File: config.mk
export PLATFORM = sky130hd
export DESIGN_NAME = phase_center_ctl
export DESIGN_NICKNAME = d
export VERILOG_FILES = /design/src/rtl/pcw_pkg.sv /design/src/rtl/pcw_ref_timer.sv /design/src/rtl/pcw_align_chan.sv /design/src/rtl/pcw_center_timer.sv /design/src/rtl/phase_center_ctl.sv
export SDC_FILE = /design/constraint.sdc
export NUM_CORES = 1
export LEC_CHECK = 0
export ABC_CLOCK_PERIOD_IN_PS = 5060
export BUFFER_PORTS_ARGS = -buffer_cell sky130_fd_sc_hd__buf_4
export CORE_UTILIZATION = 35
export CTS_CLUSTER_DIAMETER = 50
export CTS_CLUSTER_SIZE = 30
export DETAILED_ROUTE_END_ITERATION = 7
export PLACE_DENSITY_LB_ADDON = 0.12
export SLEW_MARGIN = 20
export SYNTH_ARGS = -nofsm -noshare
export SYNTH_HDL_FRONTEND = slang
export SYNTH_HIERARCHICAL = 1
export SYNTH_SLANG_ARGS = --single-unit
File: constraint.sdc
create_clock -name clk -period 5.06 [get_ports clk]
set_clock_uncertainty 0.15 [all_clocks]
set_input_delay 0.506 -clock clk [delete_from_list [all_inputs] [get_ports clk]]
set_output_delay 0.506 -clock clk [all_outputs]
set_load 0.02 [all_outputs]
File: src/rtl/pcw_pkg.sv
package pcw_pkg;
   localparam int NUM_CH = 2;
   localparam int CH_RX  = 0;
   localparam int CH_TX  = 1;

   localparam logic [1:0] ADDR_CTRL = 2'd0;
   localparam logic [1:0] ADDR_STAT = 2'd1;
   localparam logic [1:0] ADDR_MASK = 2'd2;

   localparam int CTRL_AUTO_BIT   = 0;
   localparam int CTRL_CENTER_BIT = 1;
endpackage

File: src/rtl/pcw_ref_timer.sv
// Counts clocks since the last serial frame rise; reports the phase seen now.
module pcw_ref_timer #(
   parameter  int FRAME_LEN = 64,
   localparam int CNT_W     = $clog2(FRAME_LEN)
) (
   input  logic             clk,
   input  logic             rst_n,
   input  logic             ser_fp,
   output logic             ser_rise,
   output logic [CNT_W-1:0] ref_phase
);
   localparam logic [CNT_W-1:0] CNT_TOP = CNT_W'(FRAME_LEN - 1);

   logic             fp_q;
   logic [CNT_W-1:0] cnt;

   assign ser_rise  = ser_fp & ~fp_q;
   assign ref_phase = ser_rise ? '0 : cnt;

   always_ff @(posedge clk or negedge rst_n) begin
      if (!rst_n) begin
         fp_q <= 1'b0;
         cnt  <= '0;
      end else begin
         fp_q <= ser_fp;
         if (ser_rise)
            cnt <= CNT_W'(1);
         else if (cnt != CNT_TOP)
            cnt <= cnt + CNT_W'(1);
      end
   end
endmodule

File: src/rtl/pcw_align_chan.sv
// One alignment channel: folds the measured offset, compares with the window,
// and snaps the held phase when the window is exceeded.
module pcw_align_chan #(
   parameter  int FRAME_LEN  = 64,
   parameter  int WIDE_WIN   = 4,
   parameter  int NARROW_WIN = 1,
   localparam int CNT_W      = $clog2(FRAME_LEN),
   localparam int OFS_W      = CNT_W + 1
) (
   input  logic                    clk,
   input  logic                    rst_n,
   input  logic                    par_fp,
   input  logic                    auto_en,
   input  logic                    narrow,
   input  logic [CNT_W-1:0]        ref_phase,
   output logic                    evt,
   output logic signed [OFS_W-1:0] adj
);
   localparam logic [CNT_W-1:0]        HALF     = CNT_W'(FRAME_LEN / 2);
   localparam logic [OFS_W-1:0]        FLEN     = OFS_W'(FRAME_LEN);
   localparam logic signed [OFS_W:0]   WIDE_S   = (OFS_W+1)'(WIDE_WIN);
   localparam logic signed [OFS_W:0]   NARROW_S = (OFS_W+1)'(NARROW_WIN);

   logic                    par_q;
   logic                    par_rise;
   logic [OFS_W-1:0]        ph_ext;
   logic signed [OFS_W-1:0] raw;
   logic signed [OFS_W:0]   resid;
   logic signed [OFS_W:0]   win;
   logic                    outside;
   logic                    realign;

   assign par_rise = par_fp & ~par_q;
   assign ph_ext   = {1'b0, ref_phase};
   assign raw      = (ref_phase > HALF) ? $signed(ph_ext - FLEN) : $signed(ph_ext);
   assign resid    = $signed({raw[OFS_W-1], raw}) - $signed({adj[OFS_W-1], adj});
   assign win      = narrow ? NARROW_S : WIDE_S;
   assign outside  = (resid > win) || (resid < -win);
   assign realign  = auto_en & par_rise & outside;

   always_ff @(posedge clk or negedge rst_n) begin
      if (!rst_n) begin
         par_q <= 1'b0;
         adj   <= '0;
         evt   <= 1'b0;
      end else begin
         par_q <= par_fp;
         evt   <= realign;
         if (realign)
            adj <= raw;
      end
   end
endmodule

File: src/rtl/pcw_center_timer.sv
// Centering request bit with frame-counted self-clear.
module pcw_center_timer #(
   parameter  int CENTER_FRAMES = 8,
   localparam int FC_W          = $clog2(CENTER_FRAMES + 1)
) (
   input  logic clk,
   input  logic rst_n,
   input  logic wr_ctrl,
   input  logic wr_center,
   input  logic fill_busy,
   input  logic ser_rise,
   output logic center
);
   localparam logic [FC_W-1:0] LAST = FC_W'(CENTER_FRAMES - 1);

   logic [FC_W-1:0] fcnt;

   always_ff @(posedge clk or negedge rst_n) begin
      if (!rst_n) begin
         center <= 1'b0;
         fcnt   <= '0;
      end else if (wr_ctrl && !wr_center) begin
         center <= 1'b0;
         fcnt   <= '0;
      end else if (wr_ctrl && wr_center && !fill_busy) begin
         center <= 1'b1;
         fcnt   <= '0;
      end else if (center && ser_rise) begin
         if (fcnt == LAST) begin
            center <= 1'b0;
            fcnt   <= '0;
         end else begin
            fcnt <= fcnt + FC_W'(1);
         end
      end
   end
endmodule

File: src/rtl/phase_center_ctl.sv
module phase_center_ctl
   import pcw_pkg::*;
#(
   parameter  int FRAME_LEN     = 64,
   parameter  int WIDE_WIN      = 4,
   parameter  int NARROW_WIN    = 1,
   parameter  int CENTER_FRAMES = 8,
   parameter  int DATA_W        = 8,
   localparam int CNT_W         = $clog2(FRAME_LEN),
   localparam int OFS_W         = CNT_W + 1
) (
   input  logic                    clk,
   input  logic                    rst_n,
   input  logic                    ser_fp,
   input  logic [NUM_CH-1:0]       par_fp,
   input  logic                    fill_busy,
   input  logic                    cm_wr_req,
   output logic                    cm_wr_ok,
   input  logic                    cpu_wr,
   input  logic [1:0]              cpu_addr,
   input  logic [DATA_W-1:0]       cpu_wdata,
   output logic [DATA_W-1:0]       cpu_rdata,
   output logic [NUM_CH-1:0]       align_evt,
   output logic [NUM_CH*OFS_W-1:0] align_phase,
   output logic                    mem_wr_lock,
   output logic                    irq
);
   // elaboration-time parameter checks
   if (FRAME_LEN < 8) begin : g_bad_frame
      $error("FRAME_LEN must be at least 8");
   end
   if (NARROW_WIN < 0 || NARROW_WIN >= WIDE_WIN) begin : g_bad_win
      $error("NARROW_WIN must be non-negative and below WIDE_WIN");
   end
   if (WIDE_WIN >= FRAME_LEN / 2) begin : g_bad_wide
      $error("WIDE_WIN must be below half a frame");
   end
   if (CENTER_FRAMES < 1) begin : g_bad_cf
      $error("CENTER_FRAMES must be at least 1");
   end
   if (DATA_W < NUM_CH + 1) begin : g_bad_dw
      $error("DATA_W too narrow for register fields");
   end

   logic              ser_rise;
   logic [CNT_W-1:0]  ref_phase;
   logic              center;
   logic              auto_en;
   logic [NUM_CH-1:0] irq_stat;
   logic [NUM_CH-1:0] irq_mask;
   logic              wr_ctrl;
   logic              wr_stat;
   logic              wr_mask;
   logic              unused_wdata;

   assign wr_ctrl      = cpu_wr && (cpu_addr == ADDR_CTRL);
   assign wr_stat      = cpu_wr && (cpu_addr == ADDR_STAT);
   assign wr_mask      = cpu_wr && (cpu_addr == ADDR_MASK);
   assign unused_wdata = ^cpu_wdata[DATA_W-1:NUM_CH];

   pcw_ref_timer #(.FRAME_LEN(FRAME_LEN)) u_ref (
      .clk       (clk),
      .rst_n     (rst_n),
      .ser_fp    (ser_fp),
      .ser_rise  (ser_rise),
      .ref_phase (ref_phase)
   );

   pcw_center_timer #(.CENTER_FRAMES(CENTER_FRAMES)) u_ctr (
      .clk       (clk),
      .rst_n     (rst_n),
      .wr_ctrl   (wr_ctrl),
      .wr_center (cpu_wdata[CTRL_CENTER_BIT]),
      .fill_busy (fill_busy),
      .ser_rise  (ser_rise),
      .center    (center)
   );

   for (genvar c = 0; c < NUM_CH; c++) begin : g_ch
      pcw_align_chan #(
         .FRAME_LEN  (FRAME_LEN),
         .WIDE_WIN   (WIDE_WIN),
         .NARROW_WIN (NARROW_WIN)
      ) u_chan (
         .clk       (clk),
         .rst_n     (rst_n),
         .par_fp    (par_fp[c]),
         .auto_en   (auto_en),
         .narrow    (center),
         .ref_phase (ref_phase),
         .evt       (align_evt[c]),
         .adj       (align_phase[c*OFS_W +: OFS_W])
      );
   end

   always_ff @(posedge clk or negedge rst_n) begin
      if (!rst_n) begin
         auto_en  <= 1'b0;
         irq_mask <= '0;
         irq_stat <= '0;
      end else begin
         if (wr_ctrl)
            auto_en <= cpu_wdata[CTRL_AUTO_BIT];
         if (wr_mask)
            irq_mask <= cpu_wdata[NUM_CH-1:0];
         // set has priority over a same-cycle clear
         irq_stat <= (irq_stat & ~(wr_stat ? cpu_wdata[NUM_CH-1:0] : '0)) | align_evt;
      end
   end

   always_comb begin
      cpu_rdata = '0;
      case (cpu_addr)
         ADDR_CTRL: begin
            cpu_rdata[CTRL_AUTO_BIT]   = auto_en;
            cpu_rdata[CTRL_CENTER_BIT] = center;
         end
         ADDR_STAT: cpu_rdata[NUM_CH-1:0] = irq_stat;
         ADDR_MASK: cpu_rdata[NUM_CH-1:0] = irq_mask;
         default:   cpu_rdata = '0;
      endcase
   end

   assign mem_wr_lock = center;
   assign cm_wr_ok    = cm_wr_req & ~center;
   assign irq         = |(irq_stat & irq_mask);
endmodule

; ---- Yosys cells after proc, flatten, opt, wreduce, memory -nomap -nowiden
; Cells that the tools add are included.
[word_totals]
out_inout_bits = 27
word_cells = 76
register_bits = 35
input_bits = 18
[classes]
n_lt_le_gt_ge = 5
n_addsub = 6
mux = 15
n_eq_ne = 4
n_reduce_logical = 17
bitwise_logic = 16
[op_table]
columns = operator, count
row1 = $mux 6, 3
row2 = $lt 8x8->1, 2
row3 = $mux 4, 4
row4 = $sub 7x7->8, 2
row5 = $and 1x1->1, 8
row6 = $gt 8x4->1, 1
row7 = $gt 8x8->1, 1
row8 = $neg 8->8, 1
row9 = $logic_and 1x1->1, 7
row10 = $mux 7, 1
row11 = $sub 6x7->7 const B, 1
row12 = $add 6x1->6 const B, 1
row13 = $gt 6x6->1 const B, 1
row14 = $ne 6x6->1 const B, 1
row15 = $pmux 2 s3, 1
row16 = $reduce_bool 3->1, 2
row17 = $add 4x1->4 const B, 1
row18 = $and 2x2->2, 2
row19 = $eq 4x3->1 const B, 1
row20 = $mux 1, 4
row21 = $not 1->1, 4
row22 = $mux 3, 1
row23 = $eq 2x1->1 const B, 1
row24 = $eq 2x2->1 const B, 1
row25 = other kinds (9), 11

; ---- Logic depth before layout (Yosys ltp)
; Gate-level depths: netlist (run 1).
[logic_depth]
depth_word = 9
depth_mapped = 15
depth_no_buf = 15

; ---- Cells and area by module
; Netlist (run 1), hierarchy kept.
[modules_own_cells]
columns = mod, instances, cells_per_inst, area_each_um2, seq_area_each_um2
row1 = pcw_align_chan, 2, 77, 760.7, 225.2
row2 = pcw_ref_timer, 1, 37, 395.4, 175.2
row3 = phase_center_ctl, 1, 29, 346.6, 125.1
row4 = pcw_center_timer, 1, 27, 257.7, 125.1

; ---- Worst setup path after synthesis (run 1)
; OpenSTA, ideal clock, no wires.
[synth_timing]
path_kind = input to register
start = in ser_fp
end = reg g_ch[0].u_chan.adj[0]
cell_stages = 13
slack_ps = 1761
path_buffers = 0
setup_time_ps = 125
arrival_ps = 3024
required_time_ps = 4785
cell_sequence = nand2b_4 > and2_1 > inv_1 > ha_1 > inv_1 > fa_1 > a211oi_2 > nor2_1 > xnor2_1 > o2111ai_1 > or3b_1 > o21ai_2 > mux2_2
[synth_between]
elab_chain_len = 8
word_cells_on_any_way = 10
cone_classes = add/sub: 2 / order compare: 3 / mux: 2 / bitwise: 2 / reduce/logical: 1
[synth_lines]
columns = item, line_no
row1 = "start, declared", phase_center_ctl.sv:14  ; input logic ser_fp,
row2 = $and 1x1->1 *, pcw_ref_timer.sv:17  ; assign ser_rise = ser_fp & ~fp_q;
row3 = $mux 6 *, pcw_ref_timer.sv:18  ; assign ref_phase = ser_rise ? '0 : cnt;
row4 = net ref_phase[0], phase_center_ctl.sv:46  ; logic [CNT_W-1:0] ref_phase;
row5 = $sub 6x7->7 / $gt 6x6->1 (equally long branches), pcw_align_chan.sv:35  ; assign raw = (ref_phase > HALF) ? $signed(ph_ext - FLEN) : $signed(ph_ext);
row6 = $mux 7 *, pcw_align_chan.sv:35
row7 = $sub 7x7->8, pcw_align_chan.sv:36  ; assign resid = $signed({raw[OFS_W-1], raw}) - $signed({adj[OFS_W-1], adj});
row8 = $gt 8x8->1 / $lt 8x8->1 (equally long branches), pcw_align_chan.sv:38  ; assign outside = (resid > win) || (resid < -win);
row9 = $logic_or 1x1->1, pcw_align_chan.sv:38
row10 = $and 1x1->1, pcw_align_chan.sv:39  ; assign realign = auto_en & par_rise & outside;
row11 = "end signal, assigned", pcw_align_chan.sv:50  ; adj <= raw;
row12 = "end, declared", pcw_align_chan.sv:17  ; output logic signed [OFS_W-1:0] adj
; The timed path passes the listed nets; every way through them passes the cells marked *.
; A chain may end at the register's enable or synchronous reset.

; ---- Worst setup path after layout (run 1)
[layout_timing]
start = reg u_ref.fp_q
end = reg g_ch[1].u_chan.adj[3]
[layout_between]
elab_chain_len = 9
word_cells_on_any_way = 11
cone_classes = add/sub: 2 / order compare: 3 / mux: 2 / bitwise: 3 / reduce/logical: 1
[layout_lines]
columns = item, line_no
row1 = "start, declared", pcw_ref_timer.sv:14  ; logic fp_q;
row2 = "start signal, assigned", pcw_ref_timer.sv:25  ; fp_q <= ser_fp;
row3 = $not 1->1 *, pcw_ref_timer.sv:17
row4 = $and 1x1->1 *, pcw_ref_timer.sv:17
row5 = $mux 6 *, pcw_ref_timer.sv:18
row6 = net ref_phase[0], phase_center_ctl.sv:46
row7 = $sub 6x7->7 / $gt 6x6->1 (equally long branches), pcw_align_chan.sv:35
row8 = $mux 7 *, pcw_align_chan.sv:35
row9 = $sub 7x7->8, pcw_align_chan.sv:36
row10 = $gt 8x4->1 / $lt 8x8->1 (equally long branches), pcw_align_chan.sv:38
row11 = $logic_or 1x1->1, pcw_align_chan.sv:38
row12 = $and 1x1->1, pcw_align_chan.sv:39
row13 = "end signal, assigned", pcw_align_chan.sv:50
row14 = "end, declared", pcw_align_chan.sv:17
; Marked as above.

==> flow_results.xml, run 1 <==
<?xml version="1.0" encoding="UTF-8"?>
<metrics>
  <group name="status">
    <metric name="run_status" unit="">completed</metric>
  </group>
  <group name="critical_path">
    <metric name="largest_fanout_of_any_net_on_the_critical_path" unit="">8</metric>
    <metric name="max_stage_delay" unit="ps">430</metric>
    <metric name="cp_data_required_time" unit="ps">5090</metric>
    <metric name="reg2reg_setup_slack" unit="ps">1450</metric>
    <metric name="worst_setup_path_end_kind" unit="">flip-flop</metric>
    <metric name="cp_arrival" unit="ps">3640</metric>
    <metric name="crit_path_frequent_cell" unit="">inv_1</metric>
    <metric name="critical-path-slowest-cell" unit="">o21ai_2</metric>
    <metric name="critPathBufInv" unit="">2</metric>
    <metric name="cp-start-kind" unit="">flip-flop</metric>
    <metric name="worst-setup-path-type" unit="">flip-flop to flip-flop</metric>
    <metric name="cp_cell_sequence" unit="">nand2b_4 -&gt; and2_1 -&gt; inv_1 -&gt; ha_1 -&gt; inv_1 -&gt; fa_1 -&gt; a211oi_2 -&gt; nor2_1 -&gt; xnor2_1 -&gt; o2111ai_1 -&gt; or3b_1 -&gt; o21ai_2 -&gt; mux2_2</metric>
    <metric name="critical-path-top-delay-family" unit="">simple AND/OR/NAND/NOR gates</metric>
  </group>
  <group name="floorplan">
    <metric name="coreArea" unit="mm^2">0.00687</metric>
    <metric name="die_height" unit="um">86.9</metric>
    <metric name="rows" unit="">30</metric>
    <metric name="initial_cell_density_of_the_core" unit="%">36.7</metric>
    <metric name="dieArea" unit="mm^2">0.00755</metric>
    <metric name="io-pin-count" unit="">45</metric>
    <metric name="fp.dieW" unit="um">86.9</metric>
  </group>
  <group name="routing">
    <metric name="finalWirelength" unit="um">5200</metric>
    <metric name="route.antenna.remaining_nets" unit="">0</metric>
    <metric name="drc" unit="">0</metric>
    <metric name="firstDrtPassIters" unit="">4</metric>
    <metric name="route.detailed.vias_per_inst" unit="">5.02</metric>
    <metric name="drtIter0Drc" unit="">96</metric>
    <metric name="routed_wire_length_per_instance" unit="um">13.7</metric>
    <metric name="num_vias" unit="">1907</metric>
  </group>
  <group name="synth">
    <metric name="syn_area" unit="mm^2">0.00252</metric>
    <metric name="synth-edff-count" unit="">0</metric>
    <metric name="synth-seq-cells" unit="">35</metric>
    <metric name="post-synth-top-area-fraction" unit="%">34.7</metric>
    <metric name="gate_count_of_the_mapped_netlist" unit="">247</metric>
    <metric name="yosysUniqueCellTypes" unit="">51</metric>
    <metric name="synth_top_cells_by_count" unit="">dfrtp_1, inv_1, ha_1</metric>
    <metric name="ys_async_sr_fraction" unit="%">100</metric>
    <metric name="synth_largest_area_cell" unit="">dfrtp_1</metric>
    <metric name="synth_area_per_cell" unit="um^2">10.2</metric>
    <metric name="synth_seq_area_share" unit="%">34.7</metric>
    <metric name="ys_top_cells_by_area" unit="">dfrtp_1, ha_1, mux2_2</metric>
    <metric name="synthesis.yosys.warnings" unit="">6</metric>
    <metric name="post-synth-top-count-cell" unit="">dfrtp_1</metric>
    <metric name="dominantRegCellSynth" unit="">dfrtp_1</metric>
  </group>
  <group name="grt">
    <metric name="grt.total_usage" unit="%">15.6</metric>
    <metric name="grt_max_degree" unit="">36</metric>
    <metric name="gr-total-overflow" unit="">0</metric>
    <metric name="antenna_violations_before_repair" unit="">0</metric>
    <metric name="grt_pass1_wl" unit="um">9010</metric>
    <metric name="vias_in_the_first_global_route" unit="">1857</metric>
  </group>
  <group name="clocking">
    <metric name="htree_num_levels" unit="">2</metric>
    <metric name="postCtsSetupBuffers" unit="">0</metric>
    <metric name="path_clk_slew" unit="ps">70</metric>
    <metric name="cts_buffer_depth" unit="">2</metric>
    <metric name="numCtsBuffers" unit="">5</metric>
    <metric name="postCtsHoldBufs" unit="">0</metric>
    <metric name="cts_num_sinks" unit="">35</metric>
    <metric name="worst_skew_pair.late_latency" unit="ps">290</metric>
    <metric name="post_cts_resized" unit="">0</metric>
    <metric name="clock_tree_from_tritoncts" unit="">built</metric>
    <metric name="cts_root_buffer" unit="">clkbuf_8</metric>
  </group>
  <group name="finish">
    <metric name="antenna_fix_cells" unit="">0</metric>
    <metric name="design.final.nets" unit="">326</metric>
    <metric name="post_route_cells_drive_above_1_share" unit="%">26.1</metric>
    <metric name="final_cell_count_no_fill" unit="">380</metric>
    <metric name="syn2layout_area_growth" unit="%">16.4</metric>
    <metric name="fillers" unit="">684</metric>
  </group>
  <group name="place">
    <metric name="placed_cells" unit="">373</metric>
    <metric name="globalplace.congestion" unit="">0.833</metric>
    <metric name="count_of_input_and_output_buffers" unit="">32</metric>
    <metric name="detailedPlace.worstSlack" unit="ps">1220</metric>
    <metric name="detailedPlacementHpwl" unit="um">3900</metric>
  </group>
  <group name="power">
    <metric name="power_leakage" unit="nW">1.43</metric>
    <metric name="sw_frac_of_total" unit="%">42.5</metric>
    <metric name="power_density" unit="mW/mm^2">558</metric>
    <metric name="vdd.ir_drop.worst" unit="mV">0.219</metric>
    <metric name="cell_internal_power" unit="mW">0.943</metric>
    <metric name="switchingPower" unit="mW">0.696</metric>
    <metric name="combinationalPowerShare" unit="%">61.5</metric>
    <metric name="seq_power_share" unit="%">25.6</metric>
    <metric name="power_frac_clock" unit="%">12.8</metric>
  </group>
  <group name="sta">
    <metric name="max_freq" unit="GHz">0.277</metric>
    <metric name="drv_slew" unit="">0</metric>
    <metric name="rsz0062_at_grt" unit="">false</metric>
    <metric name="layout_min_cycle_time" unit="ps">3610</metric>
    <metric name="setup_viol_count_final" unit="">0</metric>
    <metric name="max_slew.worst_pin.slew" unit="ps">598</metric>
    <metric name="post-route-worst-setup-slack" unit="ps">1450</metric>
    <metric name="hold_viol_final" unit="">0</metric>
    <metric name="relSlewSlack" unit="%">59.7</metric>
    <metric name="min_period_over_period" unit="%">71.3</metric>
    <metric name="tns" unit="ps">0</metric>
  </group>
  <group name="min_path">
    <metric name="worstHoldPathType" unit="">input pin to asynchronous set/reset pin</metric>
  </group>
  <group name="run">
    <metric name="maxCapViolCount" unit="">0</metric>
  </group>
</metrics>
final timing paths:
check / from / end / cells after the start
min in group clk: par_fp[0] / g_ch[0].u_chan/par_q / 1
hold / removal: rst_n / auto_en / 1
setup / recovery: u_ref/fp_q / g_ch[1].u_chan/adj[3] / 13
hold reg to reg: g_ch[0].u_chan/evt / irq_stat[0] / 1
max in group asynchronous: rst_n / u_ref/fp_q / 1
setup reg to reg: u_ref/fp_q / g_ch[1].u_chan/adj[3] / 13
per-layer routing:
| metal | global-route usage (%) | up-vias | share of wire, % |
|---|---|---|---|
| met5 | 0 | - | 0 |
| met4 | 5.00 | 0 | 1.1 |
| met3 | 2.94 | 5 | 3.2 |
| met2 | 24.5 | 29 | 46 |
| met1 | 21.6 | 915 | 50 |
| li1 | - | 958 | - |
power by group through the flow:
stage / registers (mW) / logic [mW] / clock network (mW)
after floorplan: 0.455 / 0.746 / 0
after global placement: 0.427 / 1.01 / 0
after detailed placement: 0.427 / 1.01 / 0
after CTS: 0.421 / 1.01 / 0.220
after global routing: 0.432 / 1.15 / 0.230
final: 0.420 / 1.01 / 0.210
placed cells by master, fill, tap and decap left out, types with 5 or more instances in the layout:
| cell type | netlist | layout |
|---|---|---|
| buf_4 | 7 | 32 |
| nor2b_1 | 7 | 7 |
| nand2_1 | 10 | 10 |
| ha_1 | 22 | 22 |
| nand4b_1 | 5 | 5 |
| mux2_2 | 15 | 15 |
| nor2_1 | 9 | 9 |
| conb_1 | 1 | 6 |
| clkbuf_8 | 0 | 6 |
| xnor2_1 | 7 | 7 |
| a21oi_1 | 8 | 8 |
| inv_1 | 34 | 34 |
| nor3_1 | 5 | 5 |
| dfrtp_1 | 35 | 35 |
cells by family after synthesis:
kind of cell | after synthesis | synth area share [%]
AND/OR/NAND/NOR | 61 | 15.6
AO/OA/AOI/OAI | 53 | 16.5
buffers and inverters | 41 | 7.15
flip-flops | 35 | 34.7
adder cells (fa/ha/maj) | 24 | 12.5
multiplexers | 22 | 9.93
XOR/XNOR | 10 | 3.47
other | 1 | 0.149
final cells by class:
cell class	count	area, um^2	share of cell area, %
clock inverter	1	5.00	0.171
clock buffer	6	82.6	2.81
timing repair buffer	32	240	8.18
tap	96	120	4.09
sequential	35	876	29.8
multi-input combinational	176	1480	50.6
inverter	34	128	4.35
flip-flops by register name, summed over array words and instances, names as in the netlist:
name / cells
g_ch.u_chan/par_q: 2
irq_mask: 2
u_ctr/fcnt: 4
g_ch.u_chan/adj: 14
irq_stat: 2
auto_en: 1
u_ref/cnt: 6
g_ch.u_chan/evt: 2
u_ref/fp_q: 1
u_ctr/center: 1
metrics by stage:
| step | utilization [%] | instance area, um^2 | total power, mW | hold WS [ps] |
|---|---|---|---|---|
| 6_report | 42.7 | 2940 | 1.64 | 18.8 |
| 5_1_grt | 42.7 | 2940 | 1.81 | 54.0 |
| 4_1_cts | 42.7 | 2940 | 1.65 | 35.2 |
| 3_5_place_dp | 41.5 | 2850 | 1.44 | 297 |
| 3_3_place_gp | 41.5 | 2850 | 1.43 | 302 |
| 2_1_floorplan | - | 2540 | 1.20 | 60.4 |
Note: power is estimated with default switching activity, not from simulation.
==> inputs of run 2 (changes only) <==
--- a/config.mk
+++ b/config.mk
@@ -5,7 +5,8 @@
 export SDC_FILE = /design/constraint.sdc
 export NUM_CORES = 1
 export LEC_CHECK = 0
-export ABC_CLOCK_PERIOD_IN_PS = 5060
+export ABC_AREA = 1
+export ABC_CLOCK_PERIOD_IN_PS = 3400
 export BUFFER_PORTS_ARGS = -buffer_cell sky130_fd_sc_hd__buf_4
 export CORE_UTILIZATION = 35
 export CTS_CLUSTER_DIAMETER = 50
==> constraint.sdc (replaced) <==
create_clock -name clk -period 3.4 [get_ports clk]
set_clock_uncertainty 0.15 [all_clocks]
set_input_delay 0.34 -clock clk [delete_from_list [all_inputs] [get_ports clk]]
set_output_delay 0.34 -clock clk [all_outputs]
set_load 0.02 [all_outputs]
==> flow_results.xml, run 2 <==
<?xml version="1.0" encoding="UTF-8"?>
<metrics>
  <group name="power">
    <metric name="power_leakage" unit="nW">1.95</metric>
    <metric name="power_density" unit="mW/mm^2">893</metric>
    <metric name="report.power.total" unit="mW">3.00</metric>
    <metric name="vdd.ir_drop.worst" unit="mV">0.283</metric>
  </group>
  <group name="sta">
    <metric name="tns" unit="ps">0</metric>
    <metric name="hold_viol_final" unit="">0</metric>
    <metric name="max_slew.worst_pin.slew" unit="ps">667</metric>
    <metric name="drv_slew" unit="">0</metric>
    <metric name="max_freq" unit="GHz">0.318</metric>
    <metric name="rsz0062_at_grt" unit="">false</metric>
    <metric name="relSlewSlack" unit="%">55.4</metric>
    <metric name="post-route-worst-setup-slack" unit="ps">257</metric>
    <metric name="layout_min_cycle_time" unit="ps">3140</metric>
    <metric name="fin_hold_ws" unit="ps">23.7</metric>
    <metric name="min_period_over_period" unit="%">92.5</metric>
    <metric name="setup_viol_count_final" unit="">0</metric>
  </group>
  <group name="grt">
    <metric name="met1_usage" unit="%">21.2</metric>
    <metric name="gr-total-overflow" unit="">0</metric>
    <metric name="grt.total_usage" unit="%">16.1</metric>
    <metric name="global_route.peak_usage_layer" unit="">met2</metric>
    <metric name="vias_in_the_first_global_route" unit="">2392</metric>
    <metric name="grt_max_degree" unit="">36</metric>
    <metric name="met3_usage" unit="%">2.82</metric>
    <metric name="grt_pass1_wl" unit="um">10900</metric>
    <metric name="antenna_violations_before_repair" unit="">0</metric>
    <metric name="grtUsageMet2" unit="%">27.7</metric>
  </group>
  <group name="clocking">
    <metric name="worst_skew_pair.late_latency" unit="ps">280</metric>
    <metric name="htree_num_levels" unit="">2</metric>
    <metric name="cts_buffer_depth" unit="">2</metric>
    <metric name="clock_tree_from_tritoncts" unit="">built</metric>
    <metric name="path_clk_slew" unit="ps">70</metric>
    <metric name="numCtsBuffers" unit="">5</metric>
    <metric name="cts_num_sinks" unit="">35</metric>
    <metric name="cts_root_buffer" unit="">clkbuf_8</metric>
  </group>
  <group name="floorplan">
    <metric name="dieArea" unit="mm^2">0.00841</metric>
    <metric name="fp.dieW" unit="um">91.7</metric>
    <metric name="coreArea" unit="mm^2">0.00777</metric>
    <metric name="die_height" unit="um">91.7</metric>
    <metric name="io-pin-count" unit="">45</metric>
    <metric name="initial_cell_density_of_the_core" unit="%">36.3</metric>
    <metric name="rows" unit="">32</metric>
  </group>
  <group name="finish">
    <metric name="most_frequent_standard_cell_in_the_layout_excluding_fill_and_tap_cells" unit="">nand2_1</metric>
    <metric name="antenna_fix_cells" unit="">0</metric>
    <metric name="syn2layout_area_growth" unit="%">19.1</metric>
    <metric name="final_cell_count_no_fill" unit="">550</metric>
    <metric name="fillers" unit="">869</metric>
    <metric name="final_cell_mix" unit="">nand2_1, inv_1, buf_4</metric>
    <metric name="reg.largest.list" unit="">g_ch.u_chan/adj: 14 flops, u_ref/cnt: 6 flops, u_ctr/fcnt: 4 flops</metric>
    <metric name="postLayoutCoreUtil" unit="%">43.2</metric>
    <metric name="largest_register_ff_count" unit="">14</metric>
    <metric name="largest_register" unit="">g_ch.u_chan/adj</metric>
    <metric name="multi_input_area" unit="mm^2">0.00163</metric>
    <metric name="sequential_standard_cell_area" unit="um^2">876</metric>
    <metric name="design.final.nets" unit="">489</metric>
    <metric name="post_route_cells_drive_above_1_share" unit="%">19.0</metric>
    <metric name="finished_cell_area" unit="mm^2">0.00336</metric>
  </group>
  <group name="routing">
    <metric name="num_vias" unit="">2511</metric>
    <metric name="drtIter0Drc" unit="">63</metric>
    <metric name="route.antenna.remaining_nets" unit="">0</metric>
    <metric name="firstDrtPassIters" unit="">4</metric>
    <metric name="finalWirelength" unit="um">6370</metric>
    <metric name="drc" unit="">0</metric>
    <metric name="routed_wire_length_per_instance" unit="um">11.6</metric>
    <metric name="route.detailed.vias_per_inst" unit="">4.57</metric>
  </group>
  <group name="critical_path">
    <metric name="crit_path_frequent_cell" unit="">nand2_1</metric>
    <metric name="critical-path-slowest-cell" unit="">dfrtp_1</metric>
    <metric name="critical-path-top-delay-family" unit="">simple AND/OR/NAND/NOR gates</metric>
    <metric name="cp_cell_sequence" unit="">nor2_8 -&gt; buf_4 -&gt; nor2_1 -&gt; or2_2 -&gt; o41ai_1 -&gt; inv_1 -&gt; ha_1 -&gt; inv_2 -&gt; nor2_1 -&gt; nand2_1 -&gt; a21oi_1 -&gt; nand2_1 -&gt; nand2_1 -&gt; inv_1 -&gt; nand3_2 -&gt; nand3_4 -&gt; nand2_1 -&gt; nand2_1</metric>
    <metric name="cp_data_required_time" unit="ps">3420</metric>
    <metric name="worst_setup_path_end_kind" unit="">flip-flop</metric>
    <metric name="cp-start-kind" unit="">flip-flop</metric>
    <metric name="max_stage_delay" unit="ps">420</metric>
    <metric name="worst-setup-path-type" unit="">flip-flop to flip-flop</metric>
    <metric name="cp_arrival" unit="ps">3170</metric>
    <metric name="critPathBufInv" unit="">4</metric>
    <metric name="largest_fanout_of_any_net_on_the_critical_path" unit="">8</metric>
  </group>
  <group name="synth">
    <metric name="synth_seq_area_share" unit="%">31.1</metric>
    <metric name="synth_top_cells_by_count" unit="">nand2_1, inv_1, dfrtp_1</metric>
    <metric name="yosysUniqueCellTypes" unit="">30</metric>
    <metric name="synth-seq-cells" unit="">35</metric>
    <metric name="synth-compound-area-share" unit="%">5.42</metric>
    <metric name="syn_area" unit="mm^2">0.00282</metric>
    <metric name="yosys.area_share.xor_xnor" unit="%">0</metric>
    <metric name="post-synth-top-area-fraction" unit="%">31.1</metric>
    <metric name="ys_async_sr_fraction" unit="%">100</metric>
    <metric name="ys_top_cells_by_area" unit="">dfrtp_1, nand2_1, inv_1</metric>
    <metric name="dominantRegCellSynth" unit="">dfrtp_1</metric>
    <metric name="synth_top_family_by_area" unit="">simple AND/OR/NAND/NOR gates</metric>
    <metric name="post-synth-top-count-cell" unit="">nand2_1</metric>
    <metric name="synthesis.yosys.warnings" unit="">6</metric>
    <metric name="synth_area_per_cell" unit="um^2">7.06</metric>
    <metric name="synth-edff-count" unit="">0</metric>
    <metric name="gate_count_of_the_mapped_netlist" unit="">399</metric>
    <metric name="post_synth_mux_area_share" unit="%">0</metric>
    <metric name="synth-adder-area-share" unit="%">11.2</metric>
    <metric name="yosys.area_share.simple" unit="%">39.8</metric>
    <metric name="synth_largest_area_cell" unit="">dfrtp_1</metric>
  </group>
  <group name="run">
    <metric name="maxCapViolCount" unit="">0</metric>
  </group>
  <group name="place">
    <metric name="detailedPlacementHpwl" unit="um">4980</metric>
    <metric name="placed_cells" unit="">538</metric>
    <metric name="globalplace.congestion" unit="">0.816</metric>
    <metric name="dpl-instance-area" unit="mm^2">0.00320</metric>
    <metric name="detailedPlace.worstSlack" unit="ps">107</metric>
    <metric name="count_of_input_and_output_buffers" unit="">32</metric>
  </group>
  <group name="status">
    <metric name="run_status" unit="">completed</metric>
  </group>
  <group name="min_path">
    <metric name="worstHoldPathType" unit="">input pin to flip-flop</metric>
  </group>
</metrics>
run 2: changes by cell type in the layout (fill, tap and decap cells not counted), moves of 5 or more:
cell / previous run / this run
nand3_2: 0 / 5
nand4_1: 0 / 18
nand2_1: 10 / 123
xnor2_1: 7 / 0
nor3_1: 5 / 0
nor2b_1: 7 / 0
nand3_1: 4 / 26
mux2_2: 15 / 0
nor2_1: 9 / 27
nand2_2: 1 / 10
nand4b_1: 5 / 0
buf_4: 32 / 41
inv_1: 34 / 75
run 2: worst register-to-register path, stage by stage, from the launching register on:
cell and delay, ps:
dfrtp_1 420, nor2_8 140, buf_4 130, nor2_1 110
or2_2 320, o41ai_1 270, inv_1 120, ha_1 370
inv_2 60, nor2_1 80, nand2_1 50, a21oi_1 110
nand2_1 60, nand2_1 110, inv_1 60, nand3_2 170
nand3_4 160, nand2_1 100, nand2_1 50
run 2: cells by family (layout without fill, tap and decap cells):
family	Yosys count	in the layout
buffers and inverters	87	131
AOI/OAI and AO/OA	26	26
and+or+nand+nor	226	226
adders and majority gates	24	24
other	1	6
DFF	35	35
run 2: area by class of cell:
type,instances,share of cell area (%)
multi-input combinational,282,48.6
inverter,81,9.06
timing repair buffer,42,9.47
clock buffer,8,2.98
sequential,35,26.1
tap,102,3.80
run 2: power breakdown:
part	internal (mW)	leakage [nW]	switching (mW)
clock network	0.185	0.0515	0.143
registers	0.536	0.451	0.126
logic	0.755	1.45	1.25
total	1.48	1.95	1.52
run 2: what timing repair did:
| action | in CTS | in global routing |
|---|---|---|
| setup buffers | 0 | 3 |
| endpoints found under the setup margin | 0 | 16 |
| resized for setup | 0 | 3 |
| hold endpoints to repair | 35 | 0 |
| hold buffers | 1 | 0 |
run 2: final timing paths:
kind | end | slack [ps] | start | depth (start not counted)
hold reg to reg | irq_stat[0] | 320 | g_ch[0].u_chan/evt | 2
min in group asynchronous | u_ctr/fcnt[3] | 400 | rst_n | 2
setup reg to reg | g_ch[0].u_chan/adj[5] | 260 | u_ref/fp_q | 18
max in group asynchronous | u_ref/cnt[0] | 2380 | rst_n | 2
setup / recovery | g_ch[0].u_chan/adj[5] | 260 | u_ref/fp_q | 18
hold / removal | g_ch[1].u_chan/par_q | 20 | par_fp[1] | 1
run 2: per-layer routing:
layer  up-vias  wire [um]  part of all wire (%)
li1       1345          -                     -
met1      1128       3180                    50
met2        34       2990                    47
met3         4        161                   2.5
met4         0         39                  0.61
met5         -          0                     0
